$ cat config.mk
export PLATFORM = sky130hd
export DESIGN_NAME = hazard_ctl
export DESIGN_NICKNAME = d
export VERILOG_FILES = /design/src/rtl/hz_pkg.sv /design/src/rtl/hz_fwd_unit.sv /design/src/rtl/hz_stall_unit.sv /design/src/rtl/hz_branch_unit.sv /design/src/rtl/hazard_ctl.sv
export SDC_FILE = /design/constraint.sdc
export NUM_CORES = 1
export LEC_CHECK = 0
export ABC_AREA = 1
export CORE_MARGIN = 2
export CORE_UTILIZATION = 28
export DETAILED_ROUTE_END_ITERATION = 16
export GPL_TIMING_DRIVEN = 0
export PLACE_DENSITY = 0.7
export RECOVER_POWER = 50
export SLEW_MARGIN = 40
export SYNTH_ARGS = -nofsm -noshare
export SYNTH_HDL_FRONTEND = slang
export SYNTH_SLANG_ARGS = --single-unit
$ cat constraint.sdc
create_clock -name vclk -period 5.83
set_input_delay 1.4575 -clock vclk [all_inputs]
set_output_delay 1.4575 -clock vclk [all_outputs]
set_load 0.005 [all_outputs]
$ cat src/rtl/hz_pkg.sv
package hz_pkg;

    typedef enum logic [1:0] {
        FWD_RF    = 2'b00,
        FWD_MEMWB = 2'b01,
        FWD_EXMEM = 2'b10
    } fwd_sel_e;

    typedef enum logic [1:0] {
        BR_NONE = 2'b00,
        BR_EQZ  = 2'b01,
        BR_NEZ  = 2'b10
    } br_kind_e;

    typedef enum logic [1:0] {
        HINT_NONE      = 2'b00,
        HINT_TAKEN     = 2'b01,
        HINT_NOT_TAKEN = 2'b10
    } br_hint_e;

endpackage

$ cat src/rtl/hz_fwd_unit.sv
module hz_fwd_unit
    import hz_pkg::*;
#(
    parameter int RAW = 5
) (
    input  logic           clk,
    input  logic           rst_n,
    input  logic [RAW-1:0] src,
    input  logic [RAW-1:0] exmem_rd,
    input  logic           exmem_wen,
    input  logic           exmem_load,
    input  logic [RAW-1:0] memwb_rd,
    input  logic           memwb_wen,
    output logic [1:0]     sel
);

    fwd_sel_e sel_d;
    logic     src_live_d;
    logic     hit_exmem_d;
    logic     hit_memwb_d;

    always_comb begin
        src_live_d  = (src != '0);
        hit_exmem_d = src_live_d && exmem_wen && !exmem_load && (exmem_rd == src);
        hit_memwb_d = src_live_d && memwb_wen && (memwb_rd == src);
        sel_d       = FWD_RF;
        if (hit_exmem_d) begin
            sel_d = FWD_EXMEM;
        end else if (hit_memwb_d) begin
            sel_d = FWD_MEMWB;
        end
    end

    assign sel = sel_d;


    fwd_exmem_src_chk: assert property (@(posedge clk) disable iff (!rst_n)
        (sel == FWD_EXMEM) |-> (exmem_wen && !exmem_load && exmem_rd == src));


    fwd_zero_reg_chk: assert property (@(posedge clk) disable iff (!rst_n)
        (src == '0) |-> (sel == FWD_RF));

endmodule

$ cat src/rtl/hz_stall_unit.sv
module hz_stall_unit
    import hz_pkg::*;
#(
    parameter int RAW = 5
) (
    input  logic           clk,
    input  logic           rst_n,
    input  logic [RAW-1:0] rs1,
    input  logic [RAW-1:0] rs2,
    input  logic           use_rs1,
    input  logic           use_rs2,
    input  logic [1:0]     br_kind,
    input  logic [RAW-1:0] idex_rd,
    input  logic           idex_wen,
    input  logic           idex_load,
    input  logic [RAW-1:0] exmem_rd,
    input  logic           exmem_wen,
    input  logic           exmem_load,
    output logic           stall
);

    logic load_hit_d;
    logic br_hit_d;
    logic is_branch_d;

    always_comb begin
        is_branch_d = (br_kind != BR_NONE);
        load_hit_d  = idex_load && idex_wen && (idex_rd != '0) &&
                      ((use_rs1 && idex_rd == rs1) || (use_rs2 && idex_rd == rs2));
        br_hit_d    = is_branch_d && (rs1 != '0) &&
                      ((idex_wen && idex_rd == rs1) ||
                       (exmem_load && exmem_wen && exmem_rd == rs1));
    end

    assign stall = load_hit_d || br_hit_d;


    stall_zero_reg_chk: assert property (@(posedge clk) disable iff (!rst_n)
        (rs1 == '0 && rs2 == '0) |-> !stall);


    stall_no_writer_chk: assert property (@(posedge clk) disable iff (!rst_n)
        (!idex_wen && br_kind == BR_NONE) |-> !stall);

endmodule

$ cat src/rtl/hz_branch_unit.sv
module hz_branch_unit
    import hz_pkg::*;
#(
    parameter int XLEN      = 32,
    parameter int RAW       = 5,
    parameter bit CANCEL_EN = 1'b1
) (
    input  logic            clk,
    input  logic            rst_n,
    input  logic [RAW-1:0]  rs1,
    input  logic [1:0]      br_kind,
    input  logic [1:0]      br_hint,
    input  logic [XLEN-1:0] pc,
    input  logic [XLEN-1:0] offset,
    input  logic [XLEN-1:0] rf_val,
    input  logic [RAW-1:0]  exmem_rd,
    input  logic            exmem_wen,
    input  logic            exmem_load,
    input  logic [XLEN-1:0] exmem_val,
    input  logic [RAW-1:0]  memwb_rd,
    input  logic            memwb_wen,
    input  logic [XLEN-1:0] memwb_val,
    input  logic            hold,
    output logic            redirect,
    output logic [XLEN-1:0] target,
    output logic            annul
);

    logic [XLEN-1:0] opnd_d;
    logic            taken_d;
    logic            resolve_d;
    logic            miss_hint_d;

    always_comb begin
        if (rs1 == '0) begin
            opnd_d = '0;
        end else if (exmem_wen && !exmem_load && exmem_rd == rs1) begin
            opnd_d = exmem_val;
        end else if (memwb_wen && memwb_rd == rs1) begin
            opnd_d = memwb_val;
        end else begin
            opnd_d = rf_val;
        end

        case (br_kind)
            BR_EQZ:  taken_d = (opnd_d == '0);
            BR_NEZ:  taken_d = (opnd_d != '0);
            default: taken_d = 1'b0;
        endcase

        resolve_d   = (br_kind != BR_NONE) && !hold;
        miss_hint_d = ((br_hint == HINT_TAKEN)     && !taken_d) ||
                      ((br_hint == HINT_NOT_TAKEN) &&  taken_d);
    end

    assign redirect = resolve_d && taken_d;
    assign target   = pc + offset;

    generate
        if (CANCEL_EN) begin : g_cancel
            assign annul = resolve_d && miss_hint_d;
        end else begin : g_plain
            assign annul = 1'b0;
        end
    endgenerate


    br_hold_quiet_chk: assert property (@(posedge clk) disable iff (!rst_n)
        hold |-> (!redirect && !annul));


    annul_needs_hint_chk: assert property (@(posedge clk) disable iff (!rst_n)
        annul |-> (br_hint != HINT_NONE && br_kind != BR_NONE));


    redirect_needs_branch_chk: assert property (@(posedge clk) disable iff (!rst_n)
        redirect |-> (br_kind != BR_NONE));

endmodule

$ cat src/rtl/hazard_ctl.sv
module hazard_ctl
    import hz_pkg::*;
#(
    parameter int XLEN      = 32,
    parameter int RAW       = 5,
    parameter bit CANCEL_EN = 1'b1
) (
    input  logic            clk,
    input  logic            rst_n,
    input  logic [RAW-1:0]  ifid_rs1,
    input  logic [RAW-1:0]  ifid_rs2,
    input  logic            ifid_use_rs1,
    input  logic            ifid_use_rs2,
    input  logic [1:0]      ifid_br_kind,
    input  logic [1:0]      ifid_br_hint,
    input  logic [XLEN-1:0] ifid_pc,
    input  logic [XLEN-1:0] ifid_offset,
    input  logic [XLEN-1:0] ifid_rs1_val,
    input  logic [RAW-1:0]  idex_rs1,
    input  logic [RAW-1:0]  idex_rs2,
    input  logic [RAW-1:0]  idex_rd,
    input  logic            idex_wen,
    input  logic            idex_load,
    input  logic [RAW-1:0]  exmem_rd,
    input  logic            exmem_wen,
    input  logic            exmem_load,
    input  logic [XLEN-1:0] exmem_result,
    input  logic [RAW-1:0]  memwb_rd,
    input  logic            memwb_wen,
    input  logic [XLEN-1:0] memwb_result,
    output logic [1:0]      fwd_a,
    output logic [1:0]      fwd_b,
    output logic            stall,
    output logic            redirect,
    output logic [XLEN-1:0] redirect_pc,
    output logic            annul_slot
);

    localparam int N_OPND = 2;

    logic [N_OPND-1:0][RAW-1:0] ex_src;
    logic [N_OPND-1:0][1:0]     sel_raw;
    logic                       stall_raw;
    logic                       redirect_raw;
    logic                       annul_raw;

    assign ex_src[0] = idex_rs1;
    assign ex_src[1] = idex_rs2;

    generate
        for (genvar gi = 0; gi < N_OPND; gi++) begin : g_opnd
            hz_fwd_unit #(.RAW(RAW)) u_fwd (
                .clk        (clk),
                .rst_n      (rst_n),
                .src        (ex_src[gi]),
                .exmem_rd   (exmem_rd),
                .exmem_wen  (exmem_wen),
                .exmem_load (exmem_load),
                .memwb_rd   (memwb_rd),
                .memwb_wen  (memwb_wen),
                .sel        (sel_raw[gi])
            );
        end
    endgenerate

    hz_stall_unit #(.RAW(RAW)) u_stall (
        .clk        (clk),
        .rst_n      (rst_n),
        .rs1        (ifid_rs1),
        .rs2        (ifid_rs2),
        .use_rs1    (ifid_use_rs1),
        .use_rs2    (ifid_use_rs2),
        .br_kind    (ifid_br_kind),
        .idex_rd    (idex_rd),
        .idex_wen   (idex_wen),
        .idex_load  (idex_load),
        .exmem_rd   (exmem_rd),
        .exmem_wen  (exmem_wen),
        .exmem_load (exmem_load),
        .stall      (stall_raw)
    );

    hz_branch_unit #(.XLEN(XLEN), .RAW(RAW), .CANCEL_EN(CANCEL_EN)) u_branch (
        .clk        (clk),
        .rst_n      (rst_n),
        .rs1        (ifid_rs1),
        .br_kind    (ifid_br_kind),
        .br_hint    (ifid_br_hint),
        .pc         (ifid_pc),
        .offset     (ifid_offset),
        .rf_val     (ifid_rs1_val),
        .exmem_rd   (exmem_rd),
        .exmem_wen  (exmem_wen),
        .exmem_load (exmem_load),
        .exmem_val  (exmem_result),
        .memwb_rd   (memwb_rd),
        .memwb_wen  (memwb_wen),
        .memwb_val  (memwb_result),
        .hold       (stall_raw),
        .redirect   (redirect_raw),
        .target     (redirect_pc),
        .annul      (annul_raw)
    );

    assign fwd_a      = rst_n ? sel_raw[0] : FWD_RF;
    assign fwd_b      = rst_n ? sel_raw[1] : FWD_RF;
    assign stall      = rst_n && stall_raw;
    assign redirect   = rst_n && redirect_raw;
    assign annul_slot = rst_n && annul_raw;


    rst_quiet_chk: assert property (@(posedge clk)
        !rst_n |-> (!stall && !redirect && !annul_slot && fwd_a == 2'b00 && fwd_b == 2'b00));


    stall_blocks_redirect_chk: assert property (@(posedge clk) disable iff (!rst_n)
        stall |-> !redirect);

endmodule

# --- Yosys cells after proc, flatten, opt, wreduce, memory -nomap -nowiden ---
# Cells that the tools add are included.
totals:
  register_bits: 0
  in_bits: 208
  output_inout_bits: 39
  elab_cells: 69
classes:
  addsub: 1
  n_eq_ne: 12
  muxes: 10
  reduce_logical: 46
ops:
  columns: ["operator", "count"]
  rows:
  - ["2-to-1 mux 32 bit", 3]
  - ["equality test 5 bit", 8]
  - ["adder 32 bit", 1]
  - ["zero test 32 bit", 1]
  - ["nonzero test 32 bit", 1]
  - ["logical AND 1 bit", 31]
  - ["nonzero test 5 bit", 4]
  - ["2-to-1 mux 2 bit", 4]
  - ["zero test 5 bit", 1]
  - ["equality test 2 x 1 -> 1 bit (second input constant)", 2]
  - ["equality test 2 bit (second input constant)", 2]
  - ["logical OR 1 bit", 4]
  - ["zero test 1 bit", 3]
  - ["2-to-1 mux 1 bit", 2]
  - ["one-hot mux 1 bit (2 select lines)", 1]
  - ["nonzero test 2 bit", 1]

# --- Logic depth before layout (Yosys ltp) ---
# Gate-level depths: netlist of the first run.
depth:
  word_depth: 12
  ltp_mapped: 14
  ltp_nobuf: 14

# --- Cells and area by module ---
# A second synthesis of the first run with hierarchy kept.
unflattened:
  cells_unflattened: 687
  hier_area_um2: 3409.5
modules_own_cells:
  columns: ["mod", "n_inst", "cells_per_inst", "area_per_inst_um2", "seq_area_each_um2"]
  rows:
  - ["hz_branch_unit", 1, 479, 2491.1, 0.0]
  - ["hz_fwd_unit", 2, 62, 275.3, 0.0]
  - ["hz_stall_unit", 1, 70, 315.3, 0.0]
  - ["hazard_ctl", 1, 14, 52.6, 0.0]

# --- Worst setup path before layout of the first run ---
# No wires, ideal clock.
synth_timing:
  path_kind: "input to output"
  start: "in ifid_pc[0]"
  end: "out redirect_pc[22]"
  arrival_ps: 2950
  slack_ps: 1423
  stages: 11
  n_path_buf: 0
  path_cell_list: "ha_1 > inv_1 > fa_1 > o21ai_4 > a21oi_4 > o21ai_2 > nand2_2 > nand2_2 > nand2_2 > a21o_1 > nand2_1"
synth_via:
  elab_chain_len: 1
synth_lines:
  columns: ["element", "line", "source"]
  rows:
  - ["from (decl)", "hazard_ctl.sv:16", "input logic [XLEN-1:0] ifid_pc,"]
  - ["adder 32 bit", "hz_branch_unit.sv:57", "assign target = pc + offset;"]
  - ["to (decl)", "hazard_ctl.sv:35", "output logic [XLEN-1:0] redirect_pc,"]
# No other way between the ends.

# --- Worst setup path after layout of the first run ---
layout_timing:
  start: "in ifid_pc[0]"
  end: "out redirect_pc[26]"
# The elaborated chain is that of the path after synthesis.

==> results of run 1 <==
-- final cells by class --
type	count	share of cell area, %
multi-input combinational	484	47.40
timing repair buffer	246	43.53
inverter	90	5.972
tap	140	3.097
-- power groups by stage --
stage | clock network (mW) | registers (mW) | logic, mW
finish | 0 | 0 | 0.515
global route | 0 | 0 | 0.561
CTS | 0 | 0 | 0.523
detailed placement | 0 | 0 | 0.522
global placement | 0 | 0 | 0.515
floorplan | 0 | 0 | 0.220
-- logic make-up (layout without fill, tap and decap cells) --
kind of cell,after synthesis,count (layout),synth area share (%)
xor+xnor,43,43,12.41
fa+ha+maj,32,32,13.44
compound gates,95,95,19.63
simple gates,314,314,43.38
buf+inv,90,336,11.13
-- cells in the final DEF (no fill, tap or decap), types with 3 or more instances in the layout --
cell type and count:
nand3b_1 3, nand4_1 12, a211oi_1 3, or2_2 3, a221oi_1 4, nand2_2 6, a21boi_0 4, nand2_1 131
nor4_1 4, nand3_1 27, inv_1 90, o22ai_1 5, a21o_1 5, ha_1 31, xnor2_1 14, o21ai_0 18
nor2_1 112, a21oi_1 41, nor3_1 8, and2_1 6, xor2_1 29, dlygate4sd3_1 14, clkdlybuf4s50_1 232
-- path summary, 6_finish.rpt --
check	from	to	slack, ns	depth (start not counted)
worst max-delay path	ifid_pc[0]	redirect_pc[26]	0.13	14
worst min-delay path	ifid_pc[31]	redirect_pc[31]	4.01	5
-- per-layer routing --
metal,share of wire [%],GRT usage (%),vias to the layer above
met5,0,0,-
li1,-,-,2360
met1,39,23.60,1996
met2,52,42.27,217
met4,1.1,2.656,0
met3,8.1,2.351,12
==> out/results.ini, run 1 <==
[pwr]
switching_power_uw=221.4
comb_power_share_pct=100.0
p_sw_share_pct=43.00
finalPower_uw=514.8
p_int_uw=293.4
leakage_nw=2.591
power-per-cell-area_mw_per_mm2=91.01
seq_power_share_pct=0
vdd_drop_max_v=0.00004599
p_clk_share_pct=0

[sta]
slew_headroom_pct=68.58
max_freq_mhz=175.6
drv_slew=0
setup_ws_ns=0.1338
timing.hold.ws_ns=4.011
rsz0062_at_grt=false
setup_viol=0
fin_crit_sh_pct=97.71
max_slew.worst_pin.slew_ns=0.4671
min_period_ns=5.696
tns_ns=0
hold_violations=0

[route]
drc=0
drt_iter0_drc=179
drt_pre_antenna_iters=5
antenna_left=0
routed_via_density=4.776
vias=4585
routedWlPerCell_microns=13.83
wirelength_mm=13.28

[place]
hpwl_mm=12.22
io_buffer_count=246
numPlacedInstances=960
place_area_sq_mm=0.005672
gp_congestion=0.9962
dp_slack_ns=0.1254

[logic_synthesis]
yosys-top-cells-count=nand2_1, nor2_1, inv_1
syn_nets=814
seq_area_frac_synth_pct=0
synth_area_leaders=nand2_1, nor2_1, ha_1
synth.top_cell.area_share_pct=16.21
synth_cell_types=37
synth_cells=574
syn_area_sq_mm=0.003034
synth_most_common_cell=nand2_1
avgSynthCellArea_sq_um=5.286
synth_area_leader_cell=nand2_1
yosysWarningCount=0

[cells_and_area]
final-seq-area_sq_um=0
drive_above_1_share_pct=1.829
nFlopsAndLatches=0
fill_cells=1071
utilization_pct=52.88
n_clock_buffer=0
multi_input_area_sq_mm=0.002681
area_growth_pct=86.43
fin_cells=960
design_area_sq_mm=0.005657
diodes=0
final_nets=1062

[critical_path]
crit_path_top_delay_cell=clkdlybuf4s50_1
end_kind=primary output
crit_path_start_kind=primary input
cp.required_ns=4.37
crit_type=primary input to primary output
critPathMaxFanout=4
arrival_ns=4.24
crit_top_cell=nand2_1
crit_family=buffers and inverters
critical_path_buf_inv_count=3
slowest_delay_ns=0.53
worstPathCellList=clkdlybuf4s50_1 > ha_1 > inv_1 > fa_1 > o21ai_4 > a21oi_4 > o21ai_2 > nand2_1 > nand2_1 > nand2_1 > nand3_1 > nand2_1 > nand2_1 > clkdlybuf4s50_1

[floorplanning]
initial_utilization_pct=28.36
fp.dieH_microns=108.1
placementRows=38
boundaryPins=247
chipWidth_microns=108.1
dieArea_sq_mm=0.01168
core_sq_mm=0.01070

[grt]
grt_max_degree=7
grt_pass1_wl_mm=20.02
overflow=0
grt_pass1_vias=4417
gr-usage-all-layers_pct=20.86
antenna_found_initial=0

[outcome]
status=completed

[clocking]
ctsHoldBuffers=0
cts_resized=0
post_cts_buffers=0

[flow_run]
maxCapViolations=0

[min_path]
hold_path_class=primary input to primary output

Power figures use the tool's default switching activity.
==> inputs of run 2 (changes only) <==
Settings changed: CORE_AREA set to 2 2 97 99, CORE_MARGIN 2 to not set, CORE_UTILIZATION 28 to not set, DIE_AREA set to 0 0 99 101, PLACE_DENSITY 0.7 to 0.82, REMOVE_ABC_BUFFERS set to 1.
==> out/results.ini, run 2 (synthesized netlist as in run 1, its figures left out) <==
[place]
gp_congestion=0.9379
hpwl_mm=11.93
numPlacedInstances=931
place_area_sq_mm=0.005635
io_buffer_count=246
dp_slack_ns=0.2121

[sta]
rsz0062_at_grt=false
timing.hold.ws_ns=4.027
min_period_ns=5.633
drv_slew=0
max_freq_mhz=177.5
hold_violations=0
slew_headroom_pct=69.59
setup_ws_ns=0.1973
max_slew.worst_pin.slew_ns=0.4514
setup_viol=0
fin_crit_sh_pct=96.62
tns_ns=0

[cells_and_area]
fin_cells=931
final_nets=1062
diodes=0
area_growth_pct=85.28
final-seq-area_sq_um=0
nFlopsAndLatches=0
drive_above_1_share_pct=1.829
n_clock_buffer=0
final_common_cell=clkdlybuf4s50_1
multi_input_area_sq_mm=0.002683
most-common-layout-cells=clkdlybuf4s50_1, nand2_1, nor2_1
design_area_sq_mm=0.005622
fill_cells=846

[critical_path]
crit_type=primary input to primary output
cp.required_ns=4.37
crit_path_top_delay_cell=clkdlybuf4s50_1
slowest_delay_ns=0.52
worstPathCellList=clkdlybuf4s50_1 > ha_1 > inv_1 > fa_1 > o21ai_4 > a21oi_4 > o21ai_2 > nand2_1 > nand2_1 > nand2_1 > nand3_1 > nand2_1 > nand2_1 > clkdlybuf4s50_1
crit_path_start_kind=primary input
crit_top_cell=nand2_1
arrival_ns=4.18
critPathMaxFanout=4
end_kind=primary output

[route]
drc=0
drt_iter0_drc=107
routed_via_density=5.082
antenna_left=0
routedWlPerCell_microns=13.89
vias=4731
drt_pre_antenna_iters=5
wirelength_mm=12.94

[floorplanning]
chipWidth_microns=99
fp.dieH_microns=101
dieArea_sq_mm=0.009999
core_sq_mm=0.008977
boundaryPins=247
initial_utilization_pct=33.80
placementRows=35

[grt]
grt_pass1_wl_mm=20.80
antenna_found_initial=0
grt_max_degree=7
grt_pass1_vias=4717
overflow=0
gr-usage-all-layers_pct=24.76

[pwr]
leakage_nw=2.595
vdd_drop_max_v=0.00003900
p_sw_share_pct=42.82
comb_power_share_pct=100.0
p_clk_share_pct=0
p_int_uw=294.6
power-per-cell-area_mw_per_mm2=91.63
seq_power_share_pct=0
switching_power_uw=220.6

[clocking]
cts_resized=0
post_cts_buffers=0
ctsHoldBuffers=0

[min_path]
hold_path_class=primary input to primary output

[outcome]
status=completed

[flow_run]
maxCapViolations=0

## run 2: per-stage QoR
stage	power (mW)	util [%]
after CTS	0.5210	62.77
final	0.5151	62.62
after detailed placement	0.5191	62.77
after global placement	0.5092	62.77
after floorplan	0.2199	-
after global routing	0.5635	62.62
## run 2: power by group through the flow
| stage | clock network, mW | registers, mW | logic [mW] |
|---|---|---|---|
| 2_1_floorplan | 0 | 0 | 0.220 |
| 3_3_place_gp | 0 | 0 | 0.509 |
| 3_5_place_dp | 0 | 0 | 0.519 |
| 4_1_cts | 0 | 0 | 0.521 |
| 5_1_grt | 0 | 0 | 0.564 |
| 6_report | 0 | 0 | 0.515 |
## run 2: final timing paths
| kind | slack, ns | cells past startpoint | endpoint | start |
|---|---|---|---|---|
| hold / removal | 4.03 | 5 | redirect_pc[31] | ifid_pc[31] |
| setup / recovery | 0.20 | 14 | redirect_pc[26] | ifid_pc[0] |
## run 2: per-layer routing
metal  global-route usage [%]  wire (microns)  vias to the layer above
li1                         -               -                     2369
met1                    26.20            4452                     2049
met2                    51.04            6978                      275
met3                    2.913            1128                       38
met4                    6.112             376                        0
met5                        0               0                        -
## run 2: area by class of cell
type	count	area share [%]
multi-input combinational	484	47.72
timing repair buffer	246	43.80
inverter	90	6.009
tap	111	2.471
## run 2: critical path: cells and delay by family
kind	cells	cell delay (ns)
buffers and inverters	3	1.06
AO/OA/AOI/OAI	3	0.57
adder cells (fa/ha/maj)	2	0.60
AND/OR/NAND/NOR	6	0.49
==> inputs of run 3 (changes only) <==
Settings changed: CELL_PAD_IN_SITES_DETAIL_PLACEMENT set to 2, CELL_PAD_IN_SITES_GLOBAL_PLACEMENT set to 2, CORE_AREA 2 2 97 99 to not set, CORE_MARGIN set to 2, CORE_UTILIZATION set to 16, DIE_AREA 0 0 99 101 to not set, GPL_ROUTABILITY_DRIVEN set to 0, PLACE_DENSITY 0.82 to 0.9.
==> out/results.ini, run 3 (synthesized netlist as in run 1, its figures left out) <==
[route]
antenna_left=0
routed_via_density=4.527
routedWlPerCell_microns=16.00
drc=0
drt_pre_antenna_iters=4
drt_iter0_drc=100
vias=4785
wirelength_mm=16.91

[sta]
rsz0062_at_grt=false
hold_violations=0
tns_ns=0
setup_viol=0
min_period_ns=5.609
max_slew.worst_pin.slew_ns=0.4043
drv_slew=0
max_freq_mhz=178.3
timing.hold.ws_ns=4.034
setup_ws_ns=0.2215
slew_headroom_pct=72.80
fin_crit_sh_pct=96.20

[pwr]
p_clk_share_pct=0
comb_power_share_pct=100.0
leakage_nw=2.607
vdd_drop_max_v=0.00002354
switching_power_uw=245.5
power-per-cell-area_mw_per_mm2=93.57
seq_power_share_pct=0
p_int_uw=299.3
p_sw_share_pct=45.06
finalPower_uw=544.8

[cells_and_area]
final_nets=1065
n_clock_buffer=0
final_common_cell=clkdlybuf4s50_1
most-common-layout-cells=clkdlybuf4s50_1, nand2_1, nor2_1
design_area_sq_mm=0.005822
multi_input_area_sq_mm=0.002706
nFlopsAndLatches=0
drive_above_1_share_pct=2.795
fin_cells=1057
area_growth_pct=91.88
utilization_pct=31.23
fill_cells=2274
final-seq-area_sq_um=0
diodes=0

[critical_path]
crit_top_cell=nand2_1
crit_start=ifid_pc[0]
arrival_ns=4.15
crit_type=primary input to primary output
critPathMaxFanout=4
slowest_delay_ns=0.52
crit_family=buffers and inverters
cp.required_ns=4.37
end_kind=primary output
crit_path_start_kind=primary input
crit_path_top_delay_cell=clkdlybuf4s50_1
critical_path_buf_inv_count=3
worstPathCellList=clkdlybuf4s50_1 > ha_1 > inv_1 > fa_2 > o21ai_4 > a21oi_4 > o21ai_4 > nand2_1 > nand2_1 > nand2_1 > nand3_1 > nand2_1 > nand2_1 > clkdlybuf4s50_1

[floorplanning]
initial_utilization_pct=16.28
placementRows=50
boundaryPins=247
dieArea_sq_mm=0.02008
core_sq_mm=0.01864
fp.dieH_microns=141.7
chipWidth_microns=141.7

[place]
numPlacedInstances=1054
dp_slack_ns=0.05510
io_buffer_count=246
place_area_sq_mm=0.005789
hpwl_mm=15.84

[grt]
grt_use_met1_pct=17.77
gr-usage-all-layers_pct=16.18
grt_max_degree=7
use_met2_pct=33.44
grt_pass1_vias=5364
overflow=0
busiest_layer=met2
grt_pass1_wl_mm=26.41
grt_util_met3_pct=2.565
antenna_found_initial=1

[outcome]
status=completed

[clocking]
ctsHoldBuffers=0

[flow_run]
maxCapViolations=0

[min_path]
whs_path_depth=3
hold_path_class=primary input to primary output
min_from=ifid_offset[0]
worst_hold_path.endpoint=redirect_pc[0]

==> run 3: power groups by stage <==
stage | registers (mW) | clock network (mW) | logic [mW]
after CTS | 0 | 0 | 0.551
after detailed placement | 0 | 0 | 0.549
final | 0 | 0 | 0.545
after global placement | 0 | 0 | 0.526
after global routing | 0 | 0 | 0.596
after floorplan | 0 | 0 | 0.220
==> run 3: worst max-delay path by stage <==
| stage | endpoint | slack, ns | cells past startpoint |
|---|---|---|---|
| after global placement | redirect_pc[26] | 0.17 | 14 |
| after floorplan | redirect_pc[22] | 1.42 | 11 |
| after detailed placement | redirect_pc[26] | 0.06 | 14 |
| final | redirect_pc[26] | 0.22 | 14 |
| after global routing | redirect_pc[26] | 0.03 | 14 |
| after CTS | redirect_pc[26] | 0.06 | 14 |
==> run 3: metal layers <==
metal  share of wire, %  up-vias
li1                   -     2362
met1                 38     2209
met2                 54      196
met3                6.8       16
met4                1.2        2
met5              0.077        -
==> run 3: final cells by class <==
type,instances,area share (%)
repair buffers,249,42.68
well taps,234,5.029
multi-input cells,484,46.49
inverters,90,5.803
==> run 3: what timing repair did <==
action | 4_1_cts | 5_1_grt
resized for setup | 0 | 3
endpoints found under the setup margin | 0 | 1
setup buffers | 0 | 3
==> run 3: tightest hold or removal path: stages <==
cell             delay (ns)
clkdlybuf4s50_1        0.46
ha_1                   0.11
dlygate4sd3_1          0.56
